==> src/rtl/flash_poll_pkg.sv <==
package flash_poll_pkg;

    localparam int TOG_BIT   = 6;
    localparam int LIMIT_BIT = 5;
    localparam int WIN_BIT   = 3;

    typedef enum logic [2:0] {
        RES_NONE       = 3'd0,
        RES_OK         = 3'd1,
        RES_FAIL       = 3'd2,
        RES_TIMEOUT    = 3'd3,
        RES_WIN_CLOSED = 3'd4,
        RES_REJECT     = 3'd5
    } poll_res_e;

    typedef enum logic [3:0] {
        ST_IDLE,
        ST_POLL_A,
        ST_POLL_B,
        ST_RECHK_A,
        ST_RECHK_B,
        ST_ARRAY,
        ST_WIN_PRE,
        ST_WIN_CMD,
        ST_WIN_POST
    } poll_st_e;

    typedef enum logic [1:0] {
        RP_IDLE,
        RP_ACT,
        RP_GAP
    } rd_phase_e;

endpackage

==> src/rtl/flash_read_port.sv <==
module flash_read_port
    import flash_poll_pkg::*;
#(
    parameter int AW        = 20,
    parameter int OE_CYCLES = 3
) (
    input  logic          clk,
    input  logic          rst_n,
    input  logic          req,
    input  logic [AW-1:0] addr_i,
    output logic          ready,
    output logic          valid,
    output logic [7:0]    data_o,
    input  logic [7:0]    dq_i,
    output logic          ce_n,
    output logic          oe_n,
    output logic [AW-1:0] addr_o
);

    localparam int CW = (OE_CYCLES > 1) ? $clog2(OE_CYCLES) : 1;

    typedef struct packed {
        rd_phase_e     phase;
        logic [CW-1:0] cnt;
        logic [7:0]    data;
        logic          valid;
        logic [AW-1:0] addr;
    } rp_state_t;

    rp_state_t s_d, s_q;

    always_comb begin
        s_d       = s_q;
        s_d.valid = 1'b0;
        case (s_q.phase)
            RP_IDLE: begin
                if (req) begin
                    s_d.phase = RP_ACT;
                    s_d.cnt   = CW'(OE_CYCLES - 1);
                    s_d.addr  = addr_i;
                end
            end
            RP_ACT: begin
                if (s_q.cnt == '0) begin
                    s_d.data  = dq_i;
                    s_d.valid = 1'b1;
                    s_d.phase = RP_GAP;
                end else begin
                    s_d.cnt = s_q.cnt - 1'b1;
                end
            end
            default: s_d.phase = RP_IDLE;
        endcase
    end

    always_ff @(posedge clk or negedge rst_n) begin
        if (!rst_n) begin
            s_q <= '{phase: RP_IDLE, cnt: '0, data: '0, valid: 1'b0, addr: '0};
        end else begin
            s_q <= s_d;
        end
    end

    assign ready  = (s_q.phase == RP_IDLE);
    assign valid  = s_q.valid;
    assign data_o = s_q.data;
    assign ce_n   = (s_q.phase != RP_ACT);
    assign oe_n   = (s_q.phase != RP_ACT);
    assign addr_o = s_q.addr;

endmodule

==> src/rtl/poll_pair_count.sv <==
module poll_pair_count #(
    parameter int W = 8
) (
    input  logic         clk,
    input  logic         rst_n,
    input  logic         clr,
    input  logic         inc,
    input  logic [W-1:0] limit,
    output logic         hit
);

    logic [W-1:0] cnt_d, cnt_q;
    logic [W:0]   cnt_next;

    assign cnt_next = {1'b0, cnt_q} + (W+1)'(1);
    assign hit      = (cnt_next >= {1'b0, limit});

    always_comb begin
        cnt_d = cnt_q;
        if (clr) begin
            cnt_d = '0;
        end else if (inc) begin
            cnt_d = cnt_next[W-1:0];
        end
    end

    always_ff @(posedge clk or negedge rst_n) begin
        if (!rst_n) begin
            cnt_q <= '0;
        end else begin
            cnt_q <= cnt_d;
        end
    end

endmodule

==> src/rtl/flash_toggle_poller.sv <==
module flash_toggle_poller
    import flash_poll_pkg::*;
#(
    parameter int AW        = 20,
    parameter int OE_CYCLES = 3,
    parameter int PW        = 8
) (
    input  logic          clk,
    input  logic          rst_n,
    input  logic          poll_start,
    input  logic          win_start,
    input  logic [AW-1:0] addr_i,
    input  logic [PW-1:0] max_pairs,
    input  logic [7:0]    flash_dq,
    output logic          flash_ce_n,
    output logic          flash_oe_n,
    output logic [AW-1:0] flash_addr,
    output logic          win_cmd_req,
    input  logic          win_cmd_ack,
    output logic          busy,
    output logic          done,
    output logic [2:0]    result,
    output logic [7:0]    arr_data,
    output logic          rst_seq_req
);

    typedef struct packed {
        poll_st_e      st;
        logic          issued;
        logic          tog;
        logic [AW-1:0] addr;
        poll_res_e     res;
        logic          done;
        logic          rst_req;
        logic [7:0]    arr;
    } ctl_state_t;

    ctl_state_t c_d, c_q;

    logic       rd_req, rd_ready, rd_valid;
    logic [7:0] rd_data;
    logic       cnt_clr, cnt_inc, cnt_hit;
    logic       is_read;

    flash_read_port #(.AW(AW), .OE_CYCLES(OE_CYCLES)) u_port (
        .clk    (clk),
        .rst_n  (rst_n),
        .req    (rd_req),
        .addr_i (c_q.addr),
        .ready  (rd_ready),
        .valid  (rd_valid),
        .data_o (rd_data),
        .dq_i   (flash_dq),
        .ce_n   (flash_ce_n),
        .oe_n   (flash_oe_n),
        .addr_o (flash_addr)
    );

    poll_pair_count #(.W(PW)) u_wdog (
        .clk   (clk),
        .rst_n (rst_n),
        .clr   (cnt_clr),
        .inc   (cnt_inc),
        .limit (max_pairs),
        .hit   (cnt_hit)
    );

    always_comb begin
        case (c_q.st)
            ST_POLL_A, ST_POLL_B, ST_RECHK_A, ST_RECHK_B,
            ST_ARRAY, ST_WIN_PRE, ST_WIN_POST: is_read = 1'b1;
            default:                           is_read = 1'b0;
        endcase
    end

    always_comb begin
        c_d         = c_q;
        c_d.done    = 1'b0;
        c_d.rst_req = 1'b0;
        rd_req      = 1'b0;
        cnt_clr     = 1'b0;
        cnt_inc     = 1'b0;

        if (is_read && !c_q.issued && rd_ready) begin
            rd_req     = 1'b1;
            c_d.issued = 1'b1;
        end
        if (rd_valid) begin
            c_d.issued = 1'b0;
        end

        case (c_q.st)
            ST_IDLE: begin
                if (poll_start) begin
                    c_d.st   = ST_POLL_A;
                    c_d.addr = addr_i;
                    c_d.res  = RES_NONE;
                    cnt_clr  = 1'b1;
                end else if (win_start) begin
                    c_d.st   = ST_WIN_PRE;
                    c_d.addr = addr_i;
                    c_d.res  = RES_NONE;
                end
            end
            ST_POLL_A, ST_RECHK_A: begin
                if (rd_valid) begin
                    c_d.tog = rd_data[TOG_BIT];
                    c_d.st  = (c_q.st == ST_POLL_A) ? ST_POLL_B : ST_RECHK_B;
                end
            end
            ST_POLL_B: begin
                if (rd_valid) begin
                    if (rd_data[TOG_BIT] == c_q.tog) begin
                        c_d.st = ST_ARRAY;
                    end else if (rd_data[LIMIT_BIT]) begin
                        c_d.st = ST_RECHK_A;
                    end else begin
                        cnt_inc = 1'b1;
                        if (cnt_hit) begin
                            c_d.st   = ST_IDLE;
                            c_d.done = 1'b1;
                            c_d.res  = RES_TIMEOUT;
                        end else begin
                            c_d.st = ST_POLL_A;
                        end
                    end
                end
            end
            ST_RECHK_B: begin
                if (rd_valid) begin
                    if (rd_data[TOG_BIT] == c_q.tog) begin
                        c_d.st = ST_ARRAY;
                    end else begin
                        c_d.st      = ST_IDLE;
                        c_d.done    = 1'b1;
                        c_d.res     = RES_FAIL;
                        c_d.rst_req = 1'b1;
                    end
                end
            end
            ST_ARRAY: begin
                if (rd_valid) begin
                    c_d.arr  = rd_data;
                    c_d.st   = ST_IDLE;
                    c_d.done = 1'b1;
                    c_d.res  = RES_OK;
                end
            end
            ST_WIN_PRE: begin
                if (rd_valid) begin
                    if (rd_data[WIN_BIT]) begin
                        c_d.st   = ST_IDLE;
                        c_d.done = 1'b1;
                        c_d.res  = RES_WIN_CLOSED;
                    end else begin
                        c_d.st = ST_WIN_CMD;
                    end
                end
            end
            ST_WIN_CMD: begin
                if (win_cmd_ack) begin
                    c_d.st = ST_WIN_POST;
                end
            end
            ST_WIN_POST: begin
                if (rd_valid) begin
                    c_d.st   = ST_IDLE;
                    c_d.done = 1'b1;
                    c_d.res  = rd_data[WIN_BIT] ? RES_REJECT : RES_OK;
                end
            end
            default: c_d.st = ST_IDLE;
        endcase
    end

    always_ff @(posedge clk or negedge rst_n) begin
        if (!rst_n) begin
            c_q <= '{st: ST_IDLE, issued: 1'b0, tog: 1'b0, addr: '0,
                     res: RES_NONE, done: 1'b0, rst_req: 1'b0, arr: '0};
        end else begin
            c_q <= c_d;
        end
    end

    assign busy        = (c_q.st != ST_IDLE);
    assign done        = c_q.done;
    assign result      = c_q.res;
    assign arr_data    = c_q.arr;
    assign rst_seq_req = c_q.rst_req;
    assign win_cmd_req = (c_q.st == ST_WIN_CMD);

endmodule

==> config.mk <==
export PLATFORM = sky130hd
export DESIGN_NAME = flash_toggle_poller
export DESIGN_NICKNAME = d
export VERILOG_FILES = /design/src/rtl/flash_poll_pkg.sv /design/src/rtl/flash_read_port.sv /design/src/rtl/poll_pair_count.sv /design/src/rtl/flash_toggle_poller.sv
export SDC_FILE = /design/constraint.sdc
export NUM_CORES = 1
export LEC_CHECK = 0
export BUFFER_PORTS_ARGS = -buffer_cell sky130_fd_sc_hd__buf_4
export CORE_MARGIN = 2
export CORE_UTILIZATION = 55
export DETAILED_ROUTE_END_ITERATION = 7
export PLACE_DENSITY = 0.9
export SLEW_MARGIN = 20
export SYNTH_ARGS = -nofsm -noshare
export SYNTH_HDL_FRONTEND = slang
export SYNTH_HIERARCHICAL = 1
export SYNTH_SLANG_ARGS = --single-unit
==> constraint.sdc <==
create_clock -name clk -period 5.4 [get_ports clk]
set_clock_uncertainty 0.15 [all_clocks]
set_input_delay 0.81 -clock clk [delete_from_list [all_inputs] [get_ports clk]]
set_output_delay 0.81 -clock clk [all_outputs]
set_load 0.05 [all_outputs]
# == Word level (Yosys, flattened, before mapping) ==
# Index checks and enable logic that the tools add are counted.
# word_totals
register_bits,80
output_inout_bits,37
elab_cells,119
# op_classes
n_addsub,2
order_cmp,1
eq_ne,28
muxes,50
reduce_logical,24
# ops
cell,count
two-way mux 4 bit,18
two-way mux 23 bit,2
case mux 4 bit (7 select lines),1
inequality test 2 x 1 -> 1 bit (second input constant),11
case mux 3 bit (6 select lines),1
== test 4 x 3 -> 1 bit (second input constant),4
two-way mux 8 bit,2
two-way mux 1 bit,14
two-way mux 3 bit,4
inequality test 2 bit (second input constant),6
AND reduction 12 bit,1
AND reduction 2 bit,6
two-way mux 5 bit,2
adder 8 x 1 -> 9 bit (second input constant),1
>= comparator 9 x 8 -> 1 bit,1
== test 4 x 2 -> 1 bit (second input constant),2
case mux 2 bit (2 select lines),2
nonzero test 2 bit,4
AND reduction 7 bit,1
OR reduction 7 bit,1
two-way mux 2 bit,3
nonzero test 6 bit,1
case mux 1 bit (5 select lines),1
== test 4 x 1 -> 1 bit (second input constant),1
other kinds (12),15

# == Logic depth before layout (Yosys ltp) ==
# Gate-level depths: netlist of run 1.
# logic_depth
word_depth,8
ltp_mapped,13
ltp_nobuf,13

# == By module ==
# The synthesis of run 1 kept the hierarchy.
# by_module_without_submodules
module,instances,cells_per_inst,area_each_um2
flash_toggle_poller,1,173,2059.5
flash_read_port,1,111,1530.2
poll_pair_count,1,76,651.9

# == Worst setup path before layout of run 1 ==
# Ideal clock, no wire load.
# synth_path
kind,flip-flop to flip-flop
from,register u_wdog.cnt_q[0]
to,"register c_q, in the netlist result[1]"
setup_ns,0.086
arrival_ns,2.379
slack_ns,2.785
stages_incl_launch_ff,14
n_path_buf,0
cell_sequence,dfrtp_1 -> ha_1 -> nand3_1 -> nor2_1 -> xor2_1 -> ha_1 -> a21oi_1 -> nand2_1 -> a221oi_1 -> o21ai_0 -> nand2b_1 -> o2111ai_1 -> o211a_1 -> o221ai_2
# synth_via
elab_chain_len,4
# synth_rtl
item,line_no,text
"start, declared",poll_pair_count.sv:12,"logic [W-1:0] cnt_d, cnt_q;"
"start signal, assigned",poll_pair_count.sv:31,cnt_q <= cnt_d;
adder 8 x 1 -> 9 bit,poll_pair_count.sv:15,"assign cnt_next = {1'b0, cnt_q} + (W+1)'(1);"
>= comparator 9 x 8 -> 1 bit,poll_pair_count.sv:16,"assign hit = (cnt_next >= {1'b0, limit});"
named net cnt_hit,flash_toggle_poller.sv:42,"logic cnt_clr, cnt_inc, cnt_hit;"
inequality test 2 bit (no line),--,
AND reduction 12 bit (no line),--,
"end signal, assigned",flash_toggle_poller.sv:178,"c_q <= '{st: ST_IDLE, issued: 1'b0, tog: 1'b0, addr: '0,"
"end, declared",flash_toggle_poller.sv:38,"ctl_state_t c_d, c_q;"
# The timed path passes the listed nets, and every way through them passes these cells.
# A chain may end at the register's enable or synchronous reset.

# == Worst setup path in the final report of run 1 ==
# Ends and elaborated chain as after synthesis.

==> impl_metrics.tcl, run 1 <==
set metrics [dict create \
    areaGrowthSynthToFinish_pct 10.6 \
    worstPathCellList "ha_1 > nand3_1 > nor2_1 > xor2_1 > ha_1 > a21oi_1 > nand2_1 > a221oi_1 > o21ai_0 > nand2b_1 > o2111ai_1 > o211a_1 > o221ai_2" \
    tightest_slew_ns 1.05 \
    cts_made_buffers 9 \
    final_core_util 0.616 \
    cp_max_fo 5 \
    hpwl_microns 5290 \
    wl_microns 7610 \
    cts.sinks 80 \
    gp_congestion 0.883 \
    portBuffers 77 \
    power.density_nw_per_um2 625 \
    fmax_mhz 326 \
    worstSetupPathType "reg2reg" \
    critPathRequiredTime_ns 5.52 \
    drive_gt1_frac 0.420 \
    holdCritPathClass "in2async" \
    overflow 0 \
    pin_count 78 \
    cts_tree "done" \
    yosysSeqAreaShare 0.472 \
    p_switching_mw 1.28 \
    synth-main-ff-cell "dfrtp_1" \
    fin_nets 441 \
    finalSetupViolCount 0 \
    clock_tree.buffer_depth 2 \
    antenna_found_initial 0 \
    synth_area_sq_um 4240 \
    drtIter0Drc 85 \
    synth_cells 360 \
    crit_path_max_incr_delay_ns 0.43 \
    finalSetupTns_ns 0 \
    yosysWarningCount 6 \
    num_rows 32 \
    grt_pass1_vias 2572 \
    drc 0 \
    ys_types 58 \
    total_leakage_power_nw 2.19 \
    htreeDepth 3 \
    ys_ff_latch 80 \
    dr_total_vias 2658 \
    slew_viol_final 0 \
    post-route-period-util 0.568 \
    switching_share 0.438 \
    wl_per_cell_microns 15.3 \
    grt_max_degree 81 \
    post_cts_resized 0 \
    maxCapViolCount 0 \
    chipHeight_microns 91.8 \
    crit_arrival_ns 3.19 \
    cts_root_buf "clkbuf_8" \
    clk_latency_ns 0.35 \
    track_usage 0.188 \
    core-area_sq_um 7610 \
    drtAntennaViolNets 0 \
    hold_viol_final 0 \
    async_flop_share 1.00 \
    dr.pass1.iters 4 \
    postCtsSetupBuffers 0 \
    p_total_mw 2.93 \
    antennaDiodeCount 0 \
    max-slew-margin-rel 0.297 \
    syn_nets 411 \
    cpMostUsedCell "ha_1" \
    viasPerCell 5.35 \
    clkTransAtPathRegs_ns 0.09 \
    postSynthAreaPerCell_sq_um 11.8 \
    setup.worst_path.end_class "flip-flop" \
    die_w_microns 91.8 \
    critical_path.slowest_cell "dfrtp_1" \
    initial_core_util 0.558 \
    irDropWorstVdd_v 0.000377 \
    clkPwrFrac 0.144 \
    rsz0062_at_grt "false" \
    dieArea_sq_um 8430 \
    cts_hold_buf 0 \
    pwr-share-comb 0.486 \
    synth-edff-count 0 \
    period_minus_slack_ns 3.07 \
    grt_pass1_wl_microns 12500 \
    whs_ns 0.327 \
    power_frac_seq 0.370 \
    p_int_mw 1.65 \
    crit_path_start_kind "flip-flop" \
    status "complete, no violations" \
]
[final timing paths]
path / start / depth (start not counted) / slack, ns / to
worst min register to register: c_q[13] / 1 / 0.36 / u_port/addr_o[0]
worst min-delay path: rst_n / 1 / 0.33 / u_port/data_o[4]
min in group clk: c_q[13] / 1 / 0.36 / u_port/addr_o[0]
worst max register to register: u_wdog/cnt_q[0] / 13 / 2.33 / result[1]
worst max-delay path: u_wdog/cnt_q[0] / 13 / 2.33 / result[1]
max in group asynchronous: rst_n / 1 / 4.26 / u_port/addr_o[0]
[synthesized netlist by cell type, drive strengths merged, types with 2 or more instances]
| cell type | number | area [sq um] |
|---|---|---|
| dfrtp | 80 | 2000 |
| mux2 | 60 | 687 |
| buf | 57 | 450 |
| inv | 21 | 78.8 |
| nor2 | 18 | 70.1 |
| ha | 10 | 125 |
| a21oi | 9 | 48.8 |
| nand2 | 9 | 33.8 |
| o21ai | 9 | 45.0 |
| xor2 | 8 | 70.1 |
| nand3 | 7 | 40.0 |
| xnor2 | 7 | 61.3 |
| nand2b | 6 | 37.5 |
| nor2b | 6 | 37.5 |
| nor3 | 6 | 35.0 |
| nand4 | 5 | 31.3 |
| nand3b | 4 | 30.0 |
| nor4 | 4 | 31.3 |
| a211oi | 3 | 27.5 |
| nor3b | 3 | 38.8 |
| nor4b | 3 | 32.5 |
| and2 | 2 | 12.5 |
| and3 | 2 | 12.5 |
| and3b | 2 | 17.5 |
| o221ai | 2 | 41.3 |
| or3 | 2 | 12.5 |
[cell families after synthesis]
kind of cell | after synthesis | share of synthesized area
buf+inv | 79 | 0.126
flops | 80 | 0.472
compound gates | 32 | 0.0563
xor+xnor | 15 | 0.0310
fa+ha+maj | 10 | 0.0295
mux | 61 | 0.164
simple gates | 83 | 0.121
[metrics by stage]
stage / setup slack (ns) / cell area [sq um] / instances
after floorplan: 2.78 / 4240 / 360
after global placement: 2.37 / 4490 / 481
after detailed placement: 2.30 / 4490 / 481
after CTS: 2.27 / 4680 / 497
after global routing: 2.00 / 4690 / 497
final: 2.33 / 4690 / 497
[sequential cells by signal, summed over array words and instances (netlist names)]
| name | flops |
|---|---|
| arr_data | 8 |
| c_q | 26 |
| done | 1 |
| result | 3 |
| rst_seq_req | 1 |
| u_port/addr_o | 20 |
| u_port/data_o | 8 |
| u_port/s_q | 4 |
| u_port/valid | 1 |
| u_wdog/cnt_q | 8 |
[critical path, delay by kind of cell (launching register included)]
kind            cells  cell delay (ns)
compound gates      6             1.15
xor+xnor            1             0.17
fa+ha+maj           2             0.52
flops               1             0.43
simple gates        4             0.57
[area by class of cell]
cell class | count | area (sq um)
clock buffer | 10 | 138
clock inverter | 6 | 51.3
fill | 629 | 2920
inverter | 21 | 78.8
multi-input combinational | 201 | 1710
sequential | 80 | 2000
tap | 102 | 128
timing repair buffer | 77 | 582
[placed cells by master (no fill, tap or decap), types with 7 or more instances in the layout]
| master | count |
|---|---|
| o21ai_0 | 7 |
| buf_4 | 76 |
| ha_1 | 10 |
| nor2_1 | 17 |
| a21oi_1 | 8 |
| clkbuf_8 | 10 |
| dfrtp_1 | 80 |
| mux2_2 | 57 |
| inv_1 | 20 |
| xor2_1 | 8 |
| xnor2_1 | 7 |
| nand2_1 | 9 |
[routing by layer]
layer,vias to the layer above,GRT usage,share of wire
met5,-,0,0
met4,0,0.0672,0.012
met3,8,0.0329,0.043
met2,79,0.298,0.49
met1,1311,0.261,0.45
li1,1260,-,-
[power by group through the flow]
stage	Clock [mW]	Combinational, mW	Sequential (mW)
floorplan	0	1.43	0.978
global placement	0	1.39	1.08
detailed placement	0	1.43	1.10
CTS	0.435	1.44	1.08
global route	0.460	1.51	1.13
finish	0.423	1.42	1.09
(Power assumes the default switching activity.)
==> run 2, diff against run 1 <==
clock period = 3.1 ns   (was 5.4 ns; I/O delays follow)
==> run 2 against run 1 <==
Compared with the run above:
- setup slack worse by 2.1 ns
- non-clock buffer count is 12 higher
- clock-buffer cell count is 1 higher
- worst hold slack worse by 0.13 ns
- sequential power is 69% higher
- maximum frequency is 6.3% higher
- sequential share of layout area is 1.2 points lower
- global-route usage is 0.18 points lower
- cell count is 2.4% higher
- wire length is 2.0% lower
- largest power group unchanged
==> impl_metrics.tcl, run 2 (synthesized netlist as in run 1, its figures left out) <==
set metrics [dict create \
    status "complete, no violations" \
    drtIter0Drc 44 \
    crit_path_start_kind "flip-flop" \
    pin_count 78 \
    core-area_sq_um 7610 \
    wl_met1_microns 3200 \
    cts.sinks 80 \
    grt_max_degree 81 \
    viasPerCell 5.29 \
    final_common_cell "buf_4" \
    period_minus_slack_ns 2.89 \
    grt_pass1_wl_microns 12400 \
    multi_input_area_sq_um 1720 \
    whs_ns 0.197 \
    largest_reg_flops 26 \
    grt_pass1_vias 2678 \
    post-route-period-util 0.931 \
    crit_path_end "result[1]" \
    dr.pass1.iters 4 \
    htreeDepth 3 \
    total_leakage_power_nw 2.27 \
    wl_per_cell_microns 14.7 \
    cp_max_fo 4 \
    setup.worst_path.end_class "flip-flop" \
    areaGrowthSynthToFinish_pct 13.9 \
    drc 0 \
    startpoint "u_wdog/cnt_q[1]" \
    antenna_found_initial 0 \
    dieArea_sq_um 8430 \
    hold_viol_final 0 \
    num_rows 32 \
    met3_length_microns 365 \
    reg2reg_from "u_wdog/cnt_q[1]" \
    fin_nets 453 \
    drive_gt1_frac 0.445 \
    critical_path.slowest_cell "dfrtp_1" \
    die_w_microns 91.8 \
    maxCapViolCount 0 \
    overflow 0 \
    critPathRequiredTime_ns 3.21 \
    max-slew-margin-rel 0.485 \
    worst_r2r_path_depth 13 \
    holdCritPathClass "in2reg" \
    worstSetupPathType "reg2reg" \
    fmax_mhz 346 \
    top_layer "met4" \
    crit_path_max_incr_delay_ns 0.43 \
    regToRegEndpoint "result[1]" \
    crit_arrival_ns 3.00 \
    cts_tree "done" \
    hpwl_microns 5420 \
    chipHeight_microns 91.8 \
    dr_total_vias 2691 \
    finalSetupTns_ns 0 \
    power.density_nw_per_um2 1080 \
    clock_tree.buffer_depth 2 \
    r2r_slack_ns 0.21 \
    clkTransAtPathRegs_ns 0.08 \
    initial_core_util 0.558 \
    wl_microns 7460 \
    cts_root_buf "clkbuf_8" \
    clk_latency_ns 0.34 \
    portBuffers 77 \
    final_cell_mix "buf_4, dfrtp_1, mux2_2" \
    worstPathCellList "ha_4 > nand3_1 > nor2_2 > xor2_1 > ha_1 > a21oi_2 > nand2_1 > a221oi_1 > o21ai_1 > nand2b_1 > o2111ai_1 > o211a_1 > o221ai_2" \
    tightest_slew_ns 0.771 \
    gp_congestion 0.871 \
    track_usage 0.186 \
    fillers 587 \
    route.met2.wl_microns 3750 \
    finalSetupViolCount 0 \
    cts_made_buffers 9 \
    regMostFlops "c_q" \
    antennaDiodeCount 0 \
    seq_area_sq_um 2000 \
    irDropWorstVdd_v 0.000614 \
    drtAntennaViolNets 0 \
    slew_viol_final 0 \
]
[run 2: through the flow]
| step | instances | power, mW | util | instance area (sq um) | setup WS, ns |
|---|---|---|---|---|---|
| floorplan | 360 | 4.19 | - | 4240 | 0.485 |
| global placement | 487 | 4.35 | 0.596 | 4540 | 0.245 |
| detailed placement | 487 | 4.44 | 0.596 | 4540 | 0.0120 |
| CTS | 503 | 5.25 | 0.625 | 4750 | 0.0211 |
| global route | 509 | 5.51 | 0.635 | 4830 | -0.0104 |
| finish | 509 | 5.21 | 0.635 | 4830 | 0.213 |
[run 2: power breakdown]
| part | switching, mW | total, mW | internal (mW) | leakage (nW) |
|---|---|---|---|---|
| logic | 1.48 | 2.57 | 1.09 | 1.18 |
| registers | 0.345 | 1.84 | 1.50 | 0.990 |
| clock network | 0.371 | 0.793 | 0.421 | 0.106 |
[run 2: worst min-delay path by stage]
stage / cells after the start / start / slack, ns / end
2_1_floorplan: 0 / rst_n / 0.02 / arr_data[0]
3_3_place_gp: 1 / c_q[29] / 0.33 / u_port/addr_o[16]
3_5_place_dp: 1 / u_port/data_o[1] / 0.34 / u_port/data_o[1]
4_1_cts: 1 / rst_n / 0.14 / arr_data[4]
5_1_grt: 2 / addr_i[7] / 0.17 / c_q[20]
6_report: 2 / flash_dq[1] / 0.20 / u_port/data_o[1]
[run 2: timing repair]
| action | 4_1_cts | 5_1_grt |
|---|---|---|
| setup endpoints to repair | 1 | 5 |
| gates cloned | 0 | 0 |
| gates resized for setup | 1 | 5 |
| hold endpoints to repair | 0 | 35 |
| setup buffers | 0 | 4 |
| pin swaps | 0 | 2 |
| hold buffers | 0 | 1 |
[run 2: critical path, delay by kind of cell, from the launching register on]
family	cells	cell delay, ns
and+or+nand+nor	4	0.52
xor gates and xnor gates	1	0.19
adders and majority gates	2	0.47
AOI/OAI and AO/OA	6	1.05
DFF	1	0.43
[run 2: layer usage]
metal	GRT usage	up-vias
li1	-	1284
met1	0.238	1313
met2	0.306	79
met3	0.0509	15
met4	0.0634	0
met5	0	-
[run 2: cell type report]
cell class,count,share of cell area
Tap cell,102,0.0264
Clock inverter,5,0.0132
Multi-Input combinational cell,201,0.357
Clock buffer,11,0.0313
Sequential cell,80,0.415
Inverter,21,0.0163
Timing Repair Buffer,89,0.141
==> run 3, diff against run 2 <==
CORE_MARGIN = 1   (was 2)
==> run 3 against run 2 <==
Compared with the run above:
- sequential share of layout area rose by 0.20 points
- design area decreased by 0.54%
- combinational power barely moved
- wire length decreased by 2.9%
- non-clock buffer count down 4
- die area fell by 4.3%
- via count fell by 1.2%
- critical path type unchanged
- largest power group unchanged
==> impl_metrics.tcl, run 3 (synthesized netlist as in run 1, its figures left out) <==
set metrics [dict create \
    cts_root_buf "clkbuf_8" \
    drc 0 \
    critPathBufInv 1 \
    initial_core_util 0.576 \
    final_common_cell "buf_4" \
    dr.pass1.iters 4 \
    worstPathCellList "buf_4 > and3_1 > nand3_2 > nor2_1 > xor2_1 > ha_1 > and4_1 > o21ai_0 > o21ai_1 > nand2b_1 > o2111ai_1 > nand3b_1 > mux2_4" \
    irDropWorstVdd_v 0.000673 \
    grt_max_degree 81 \
    status "complete, no violations" \
    num_rows 31 \
    hold_viol_final 0 \
    finalSetupTns_ns 0 \
    track_usage 0.188 \
    wl_microns 7250 \
    antennaDiodeCount 0 \
    dieArea_sq_um 8070 \
    clock_tree.buffer_depth 2 \
    overflow 0 \
    period_minus_slack_ns 2.89 \
    maxCapViolCount 0 \
    clkTransAtPathRegs_ns 0.09 \
    slew_viol_final 0 \
    fillers 591 \
    gp_congestion 0.855 \
    holdCritPathClass "in2async" \
    drtAntennaViolNets 0 \
    drive_gt1_frac 0.437 \
    wl_per_cell_microns 14.4 \
    grt_pass1_vias 2687 \
    areaGrowthSynthToFinish_pct 13.3 \
    post-route-period-util 0.931 \
    die_w_microns 89.8 \
    antenna_found_initial 0 \
    drtIter0Drc 66 \
    cp_max_fo 4 \
    critical_path.slowest_cell "dfrtp_1" \
    largest_reg_flops 26 \
    max-slew-margin-rel 0.346 \
    critPathTopFamily "simple AND/OR/NAND/NOR gates" \
    finalSetupViolCount 0 \
    crit_path_start_kind "flip-flop" \
    total_leakage_power_nw 2.27 \
    hpwl_microns 5210 \
    worstSetupPathType "reg2reg" \
    crit_arrival_ns 2.97 \
    crit_path_max_incr_delay_ns 0.40 \
    grt_pass1_wl_microns 12200 \
    power.density_nw_per_um2 1110 \
    portBuffers 77 \
    tightest_slew_ns 0.981 \
    regMostFlops "c_q" \
    htreeDepth 3 \
    fin_nets 449 \
    fmax_mhz 347 \
    core-area_sq_um 7370 \
    rsz0062_at_grt "false" \
    pin_count 78 \
    clk_latency_ns 0.35 \
    setup.worst_path.end_class "flip-flop" \
    critPathRequiredTime_ns 3.18 \
    cts_made_buffers 9 \
    chipHeight_microns 89.8 \
    final_cell_mix "buf_4, dfrtp_1, mux2_2" \
    viasPerCell 5.30 \
    cts.sinks 80 \
    cts_tree "done" \
    whs_ns 0.116 \
    cts_hold_buf 0 \
    dr_total_vias 2660 \
]
==> run 3: cell count changes in the layout (fill, tap and decap cells not counted), sizes merged <==
cell,delta
bufinv,+2
dlygate4sd3,-1
clkinv,-1
buf,-3
clkbuf,-1
==> run 3: final timing paths <==
check	from	to	slack [ns]	depth (start not counted)
hold / removal	rst_n	u_port/data_o[0]	0.12	1
max in group asynchronous	rst_n	c_q[33]	2.05	1
setup reg to reg	u_wdog/cnt_q[0]	c_q[35]	0.21	13
setup / recovery	u_wdog/cnt_q[0]	c_q[35]	0.21	13
hold reg to reg	c_q[22]	u_port/addr_o[9]	0.35	1
min in group clk	flash_dq[0]	u_port/data_o[0]	0.19	2
==> run 3: what timing repair did <==
| item | CTS | global route |
|---|---|---|
| gates resized for setup | 0 | 3 |
| endpoints found under the setup margin | 0 | 5 |
| buffers inserted | 0 | 1 |
==> run 3: area by class of cell <==
type                    instances  area, sq um  area share
multi-input cells             201         1710       0.356
well taps                      99          124      0.0258
clock inverters                 6          115      0.0240
repair buffers                 85          638       0.133
flip-flops and latches         80         2000       0.417
clock buffers                  10          138      0.0286
inverters                      21         78.8      0.0164
==> run 3: layer usage <==
metal | global-route usage | up-vias | routed length (microns) | part of all wire
met3 | 0.0415 | 15 | 368 | 0.051
met4 | 0.0929 | 0 | 180 | 0.025
met5 | 0 | - | 0 | 0
met2 | 0.303 | 70 | 3460 | 0.48
met1 | 0.241 | 1303 | 3240 | 0.45
li1 | - | 1272 | - | -
==> run 3: per-stage QoR <==
stage / utilization / setup WS (ns) / std cells / power (mW) / instance area, sq um
floorplan: - / 0.485 / 360 / 4.19 / 4240
global placement: 0.616 / 0.291 / 485 / 4.34 / 4540
detailed placement: 0.616 / 0.123 / 485 / 4.44 / 4540
CTS: 0.650 / 0.146 / 501 / 5.39 / 4790
global route: 0.652 / 0.0118 / 502 / 5.64 / 4810
finish: 0.652 / 0.215 / 502 / 5.35 / 4810
==> run 3: power breakdown <==
group,switching (mW),internal (mW),leakage [nW]
Sequential,0.339,1.50,0.991
Combinational,1.48,1.08,1.15
Clock,0.386,0.561,0.123
Total,2.20,3.14,2.27
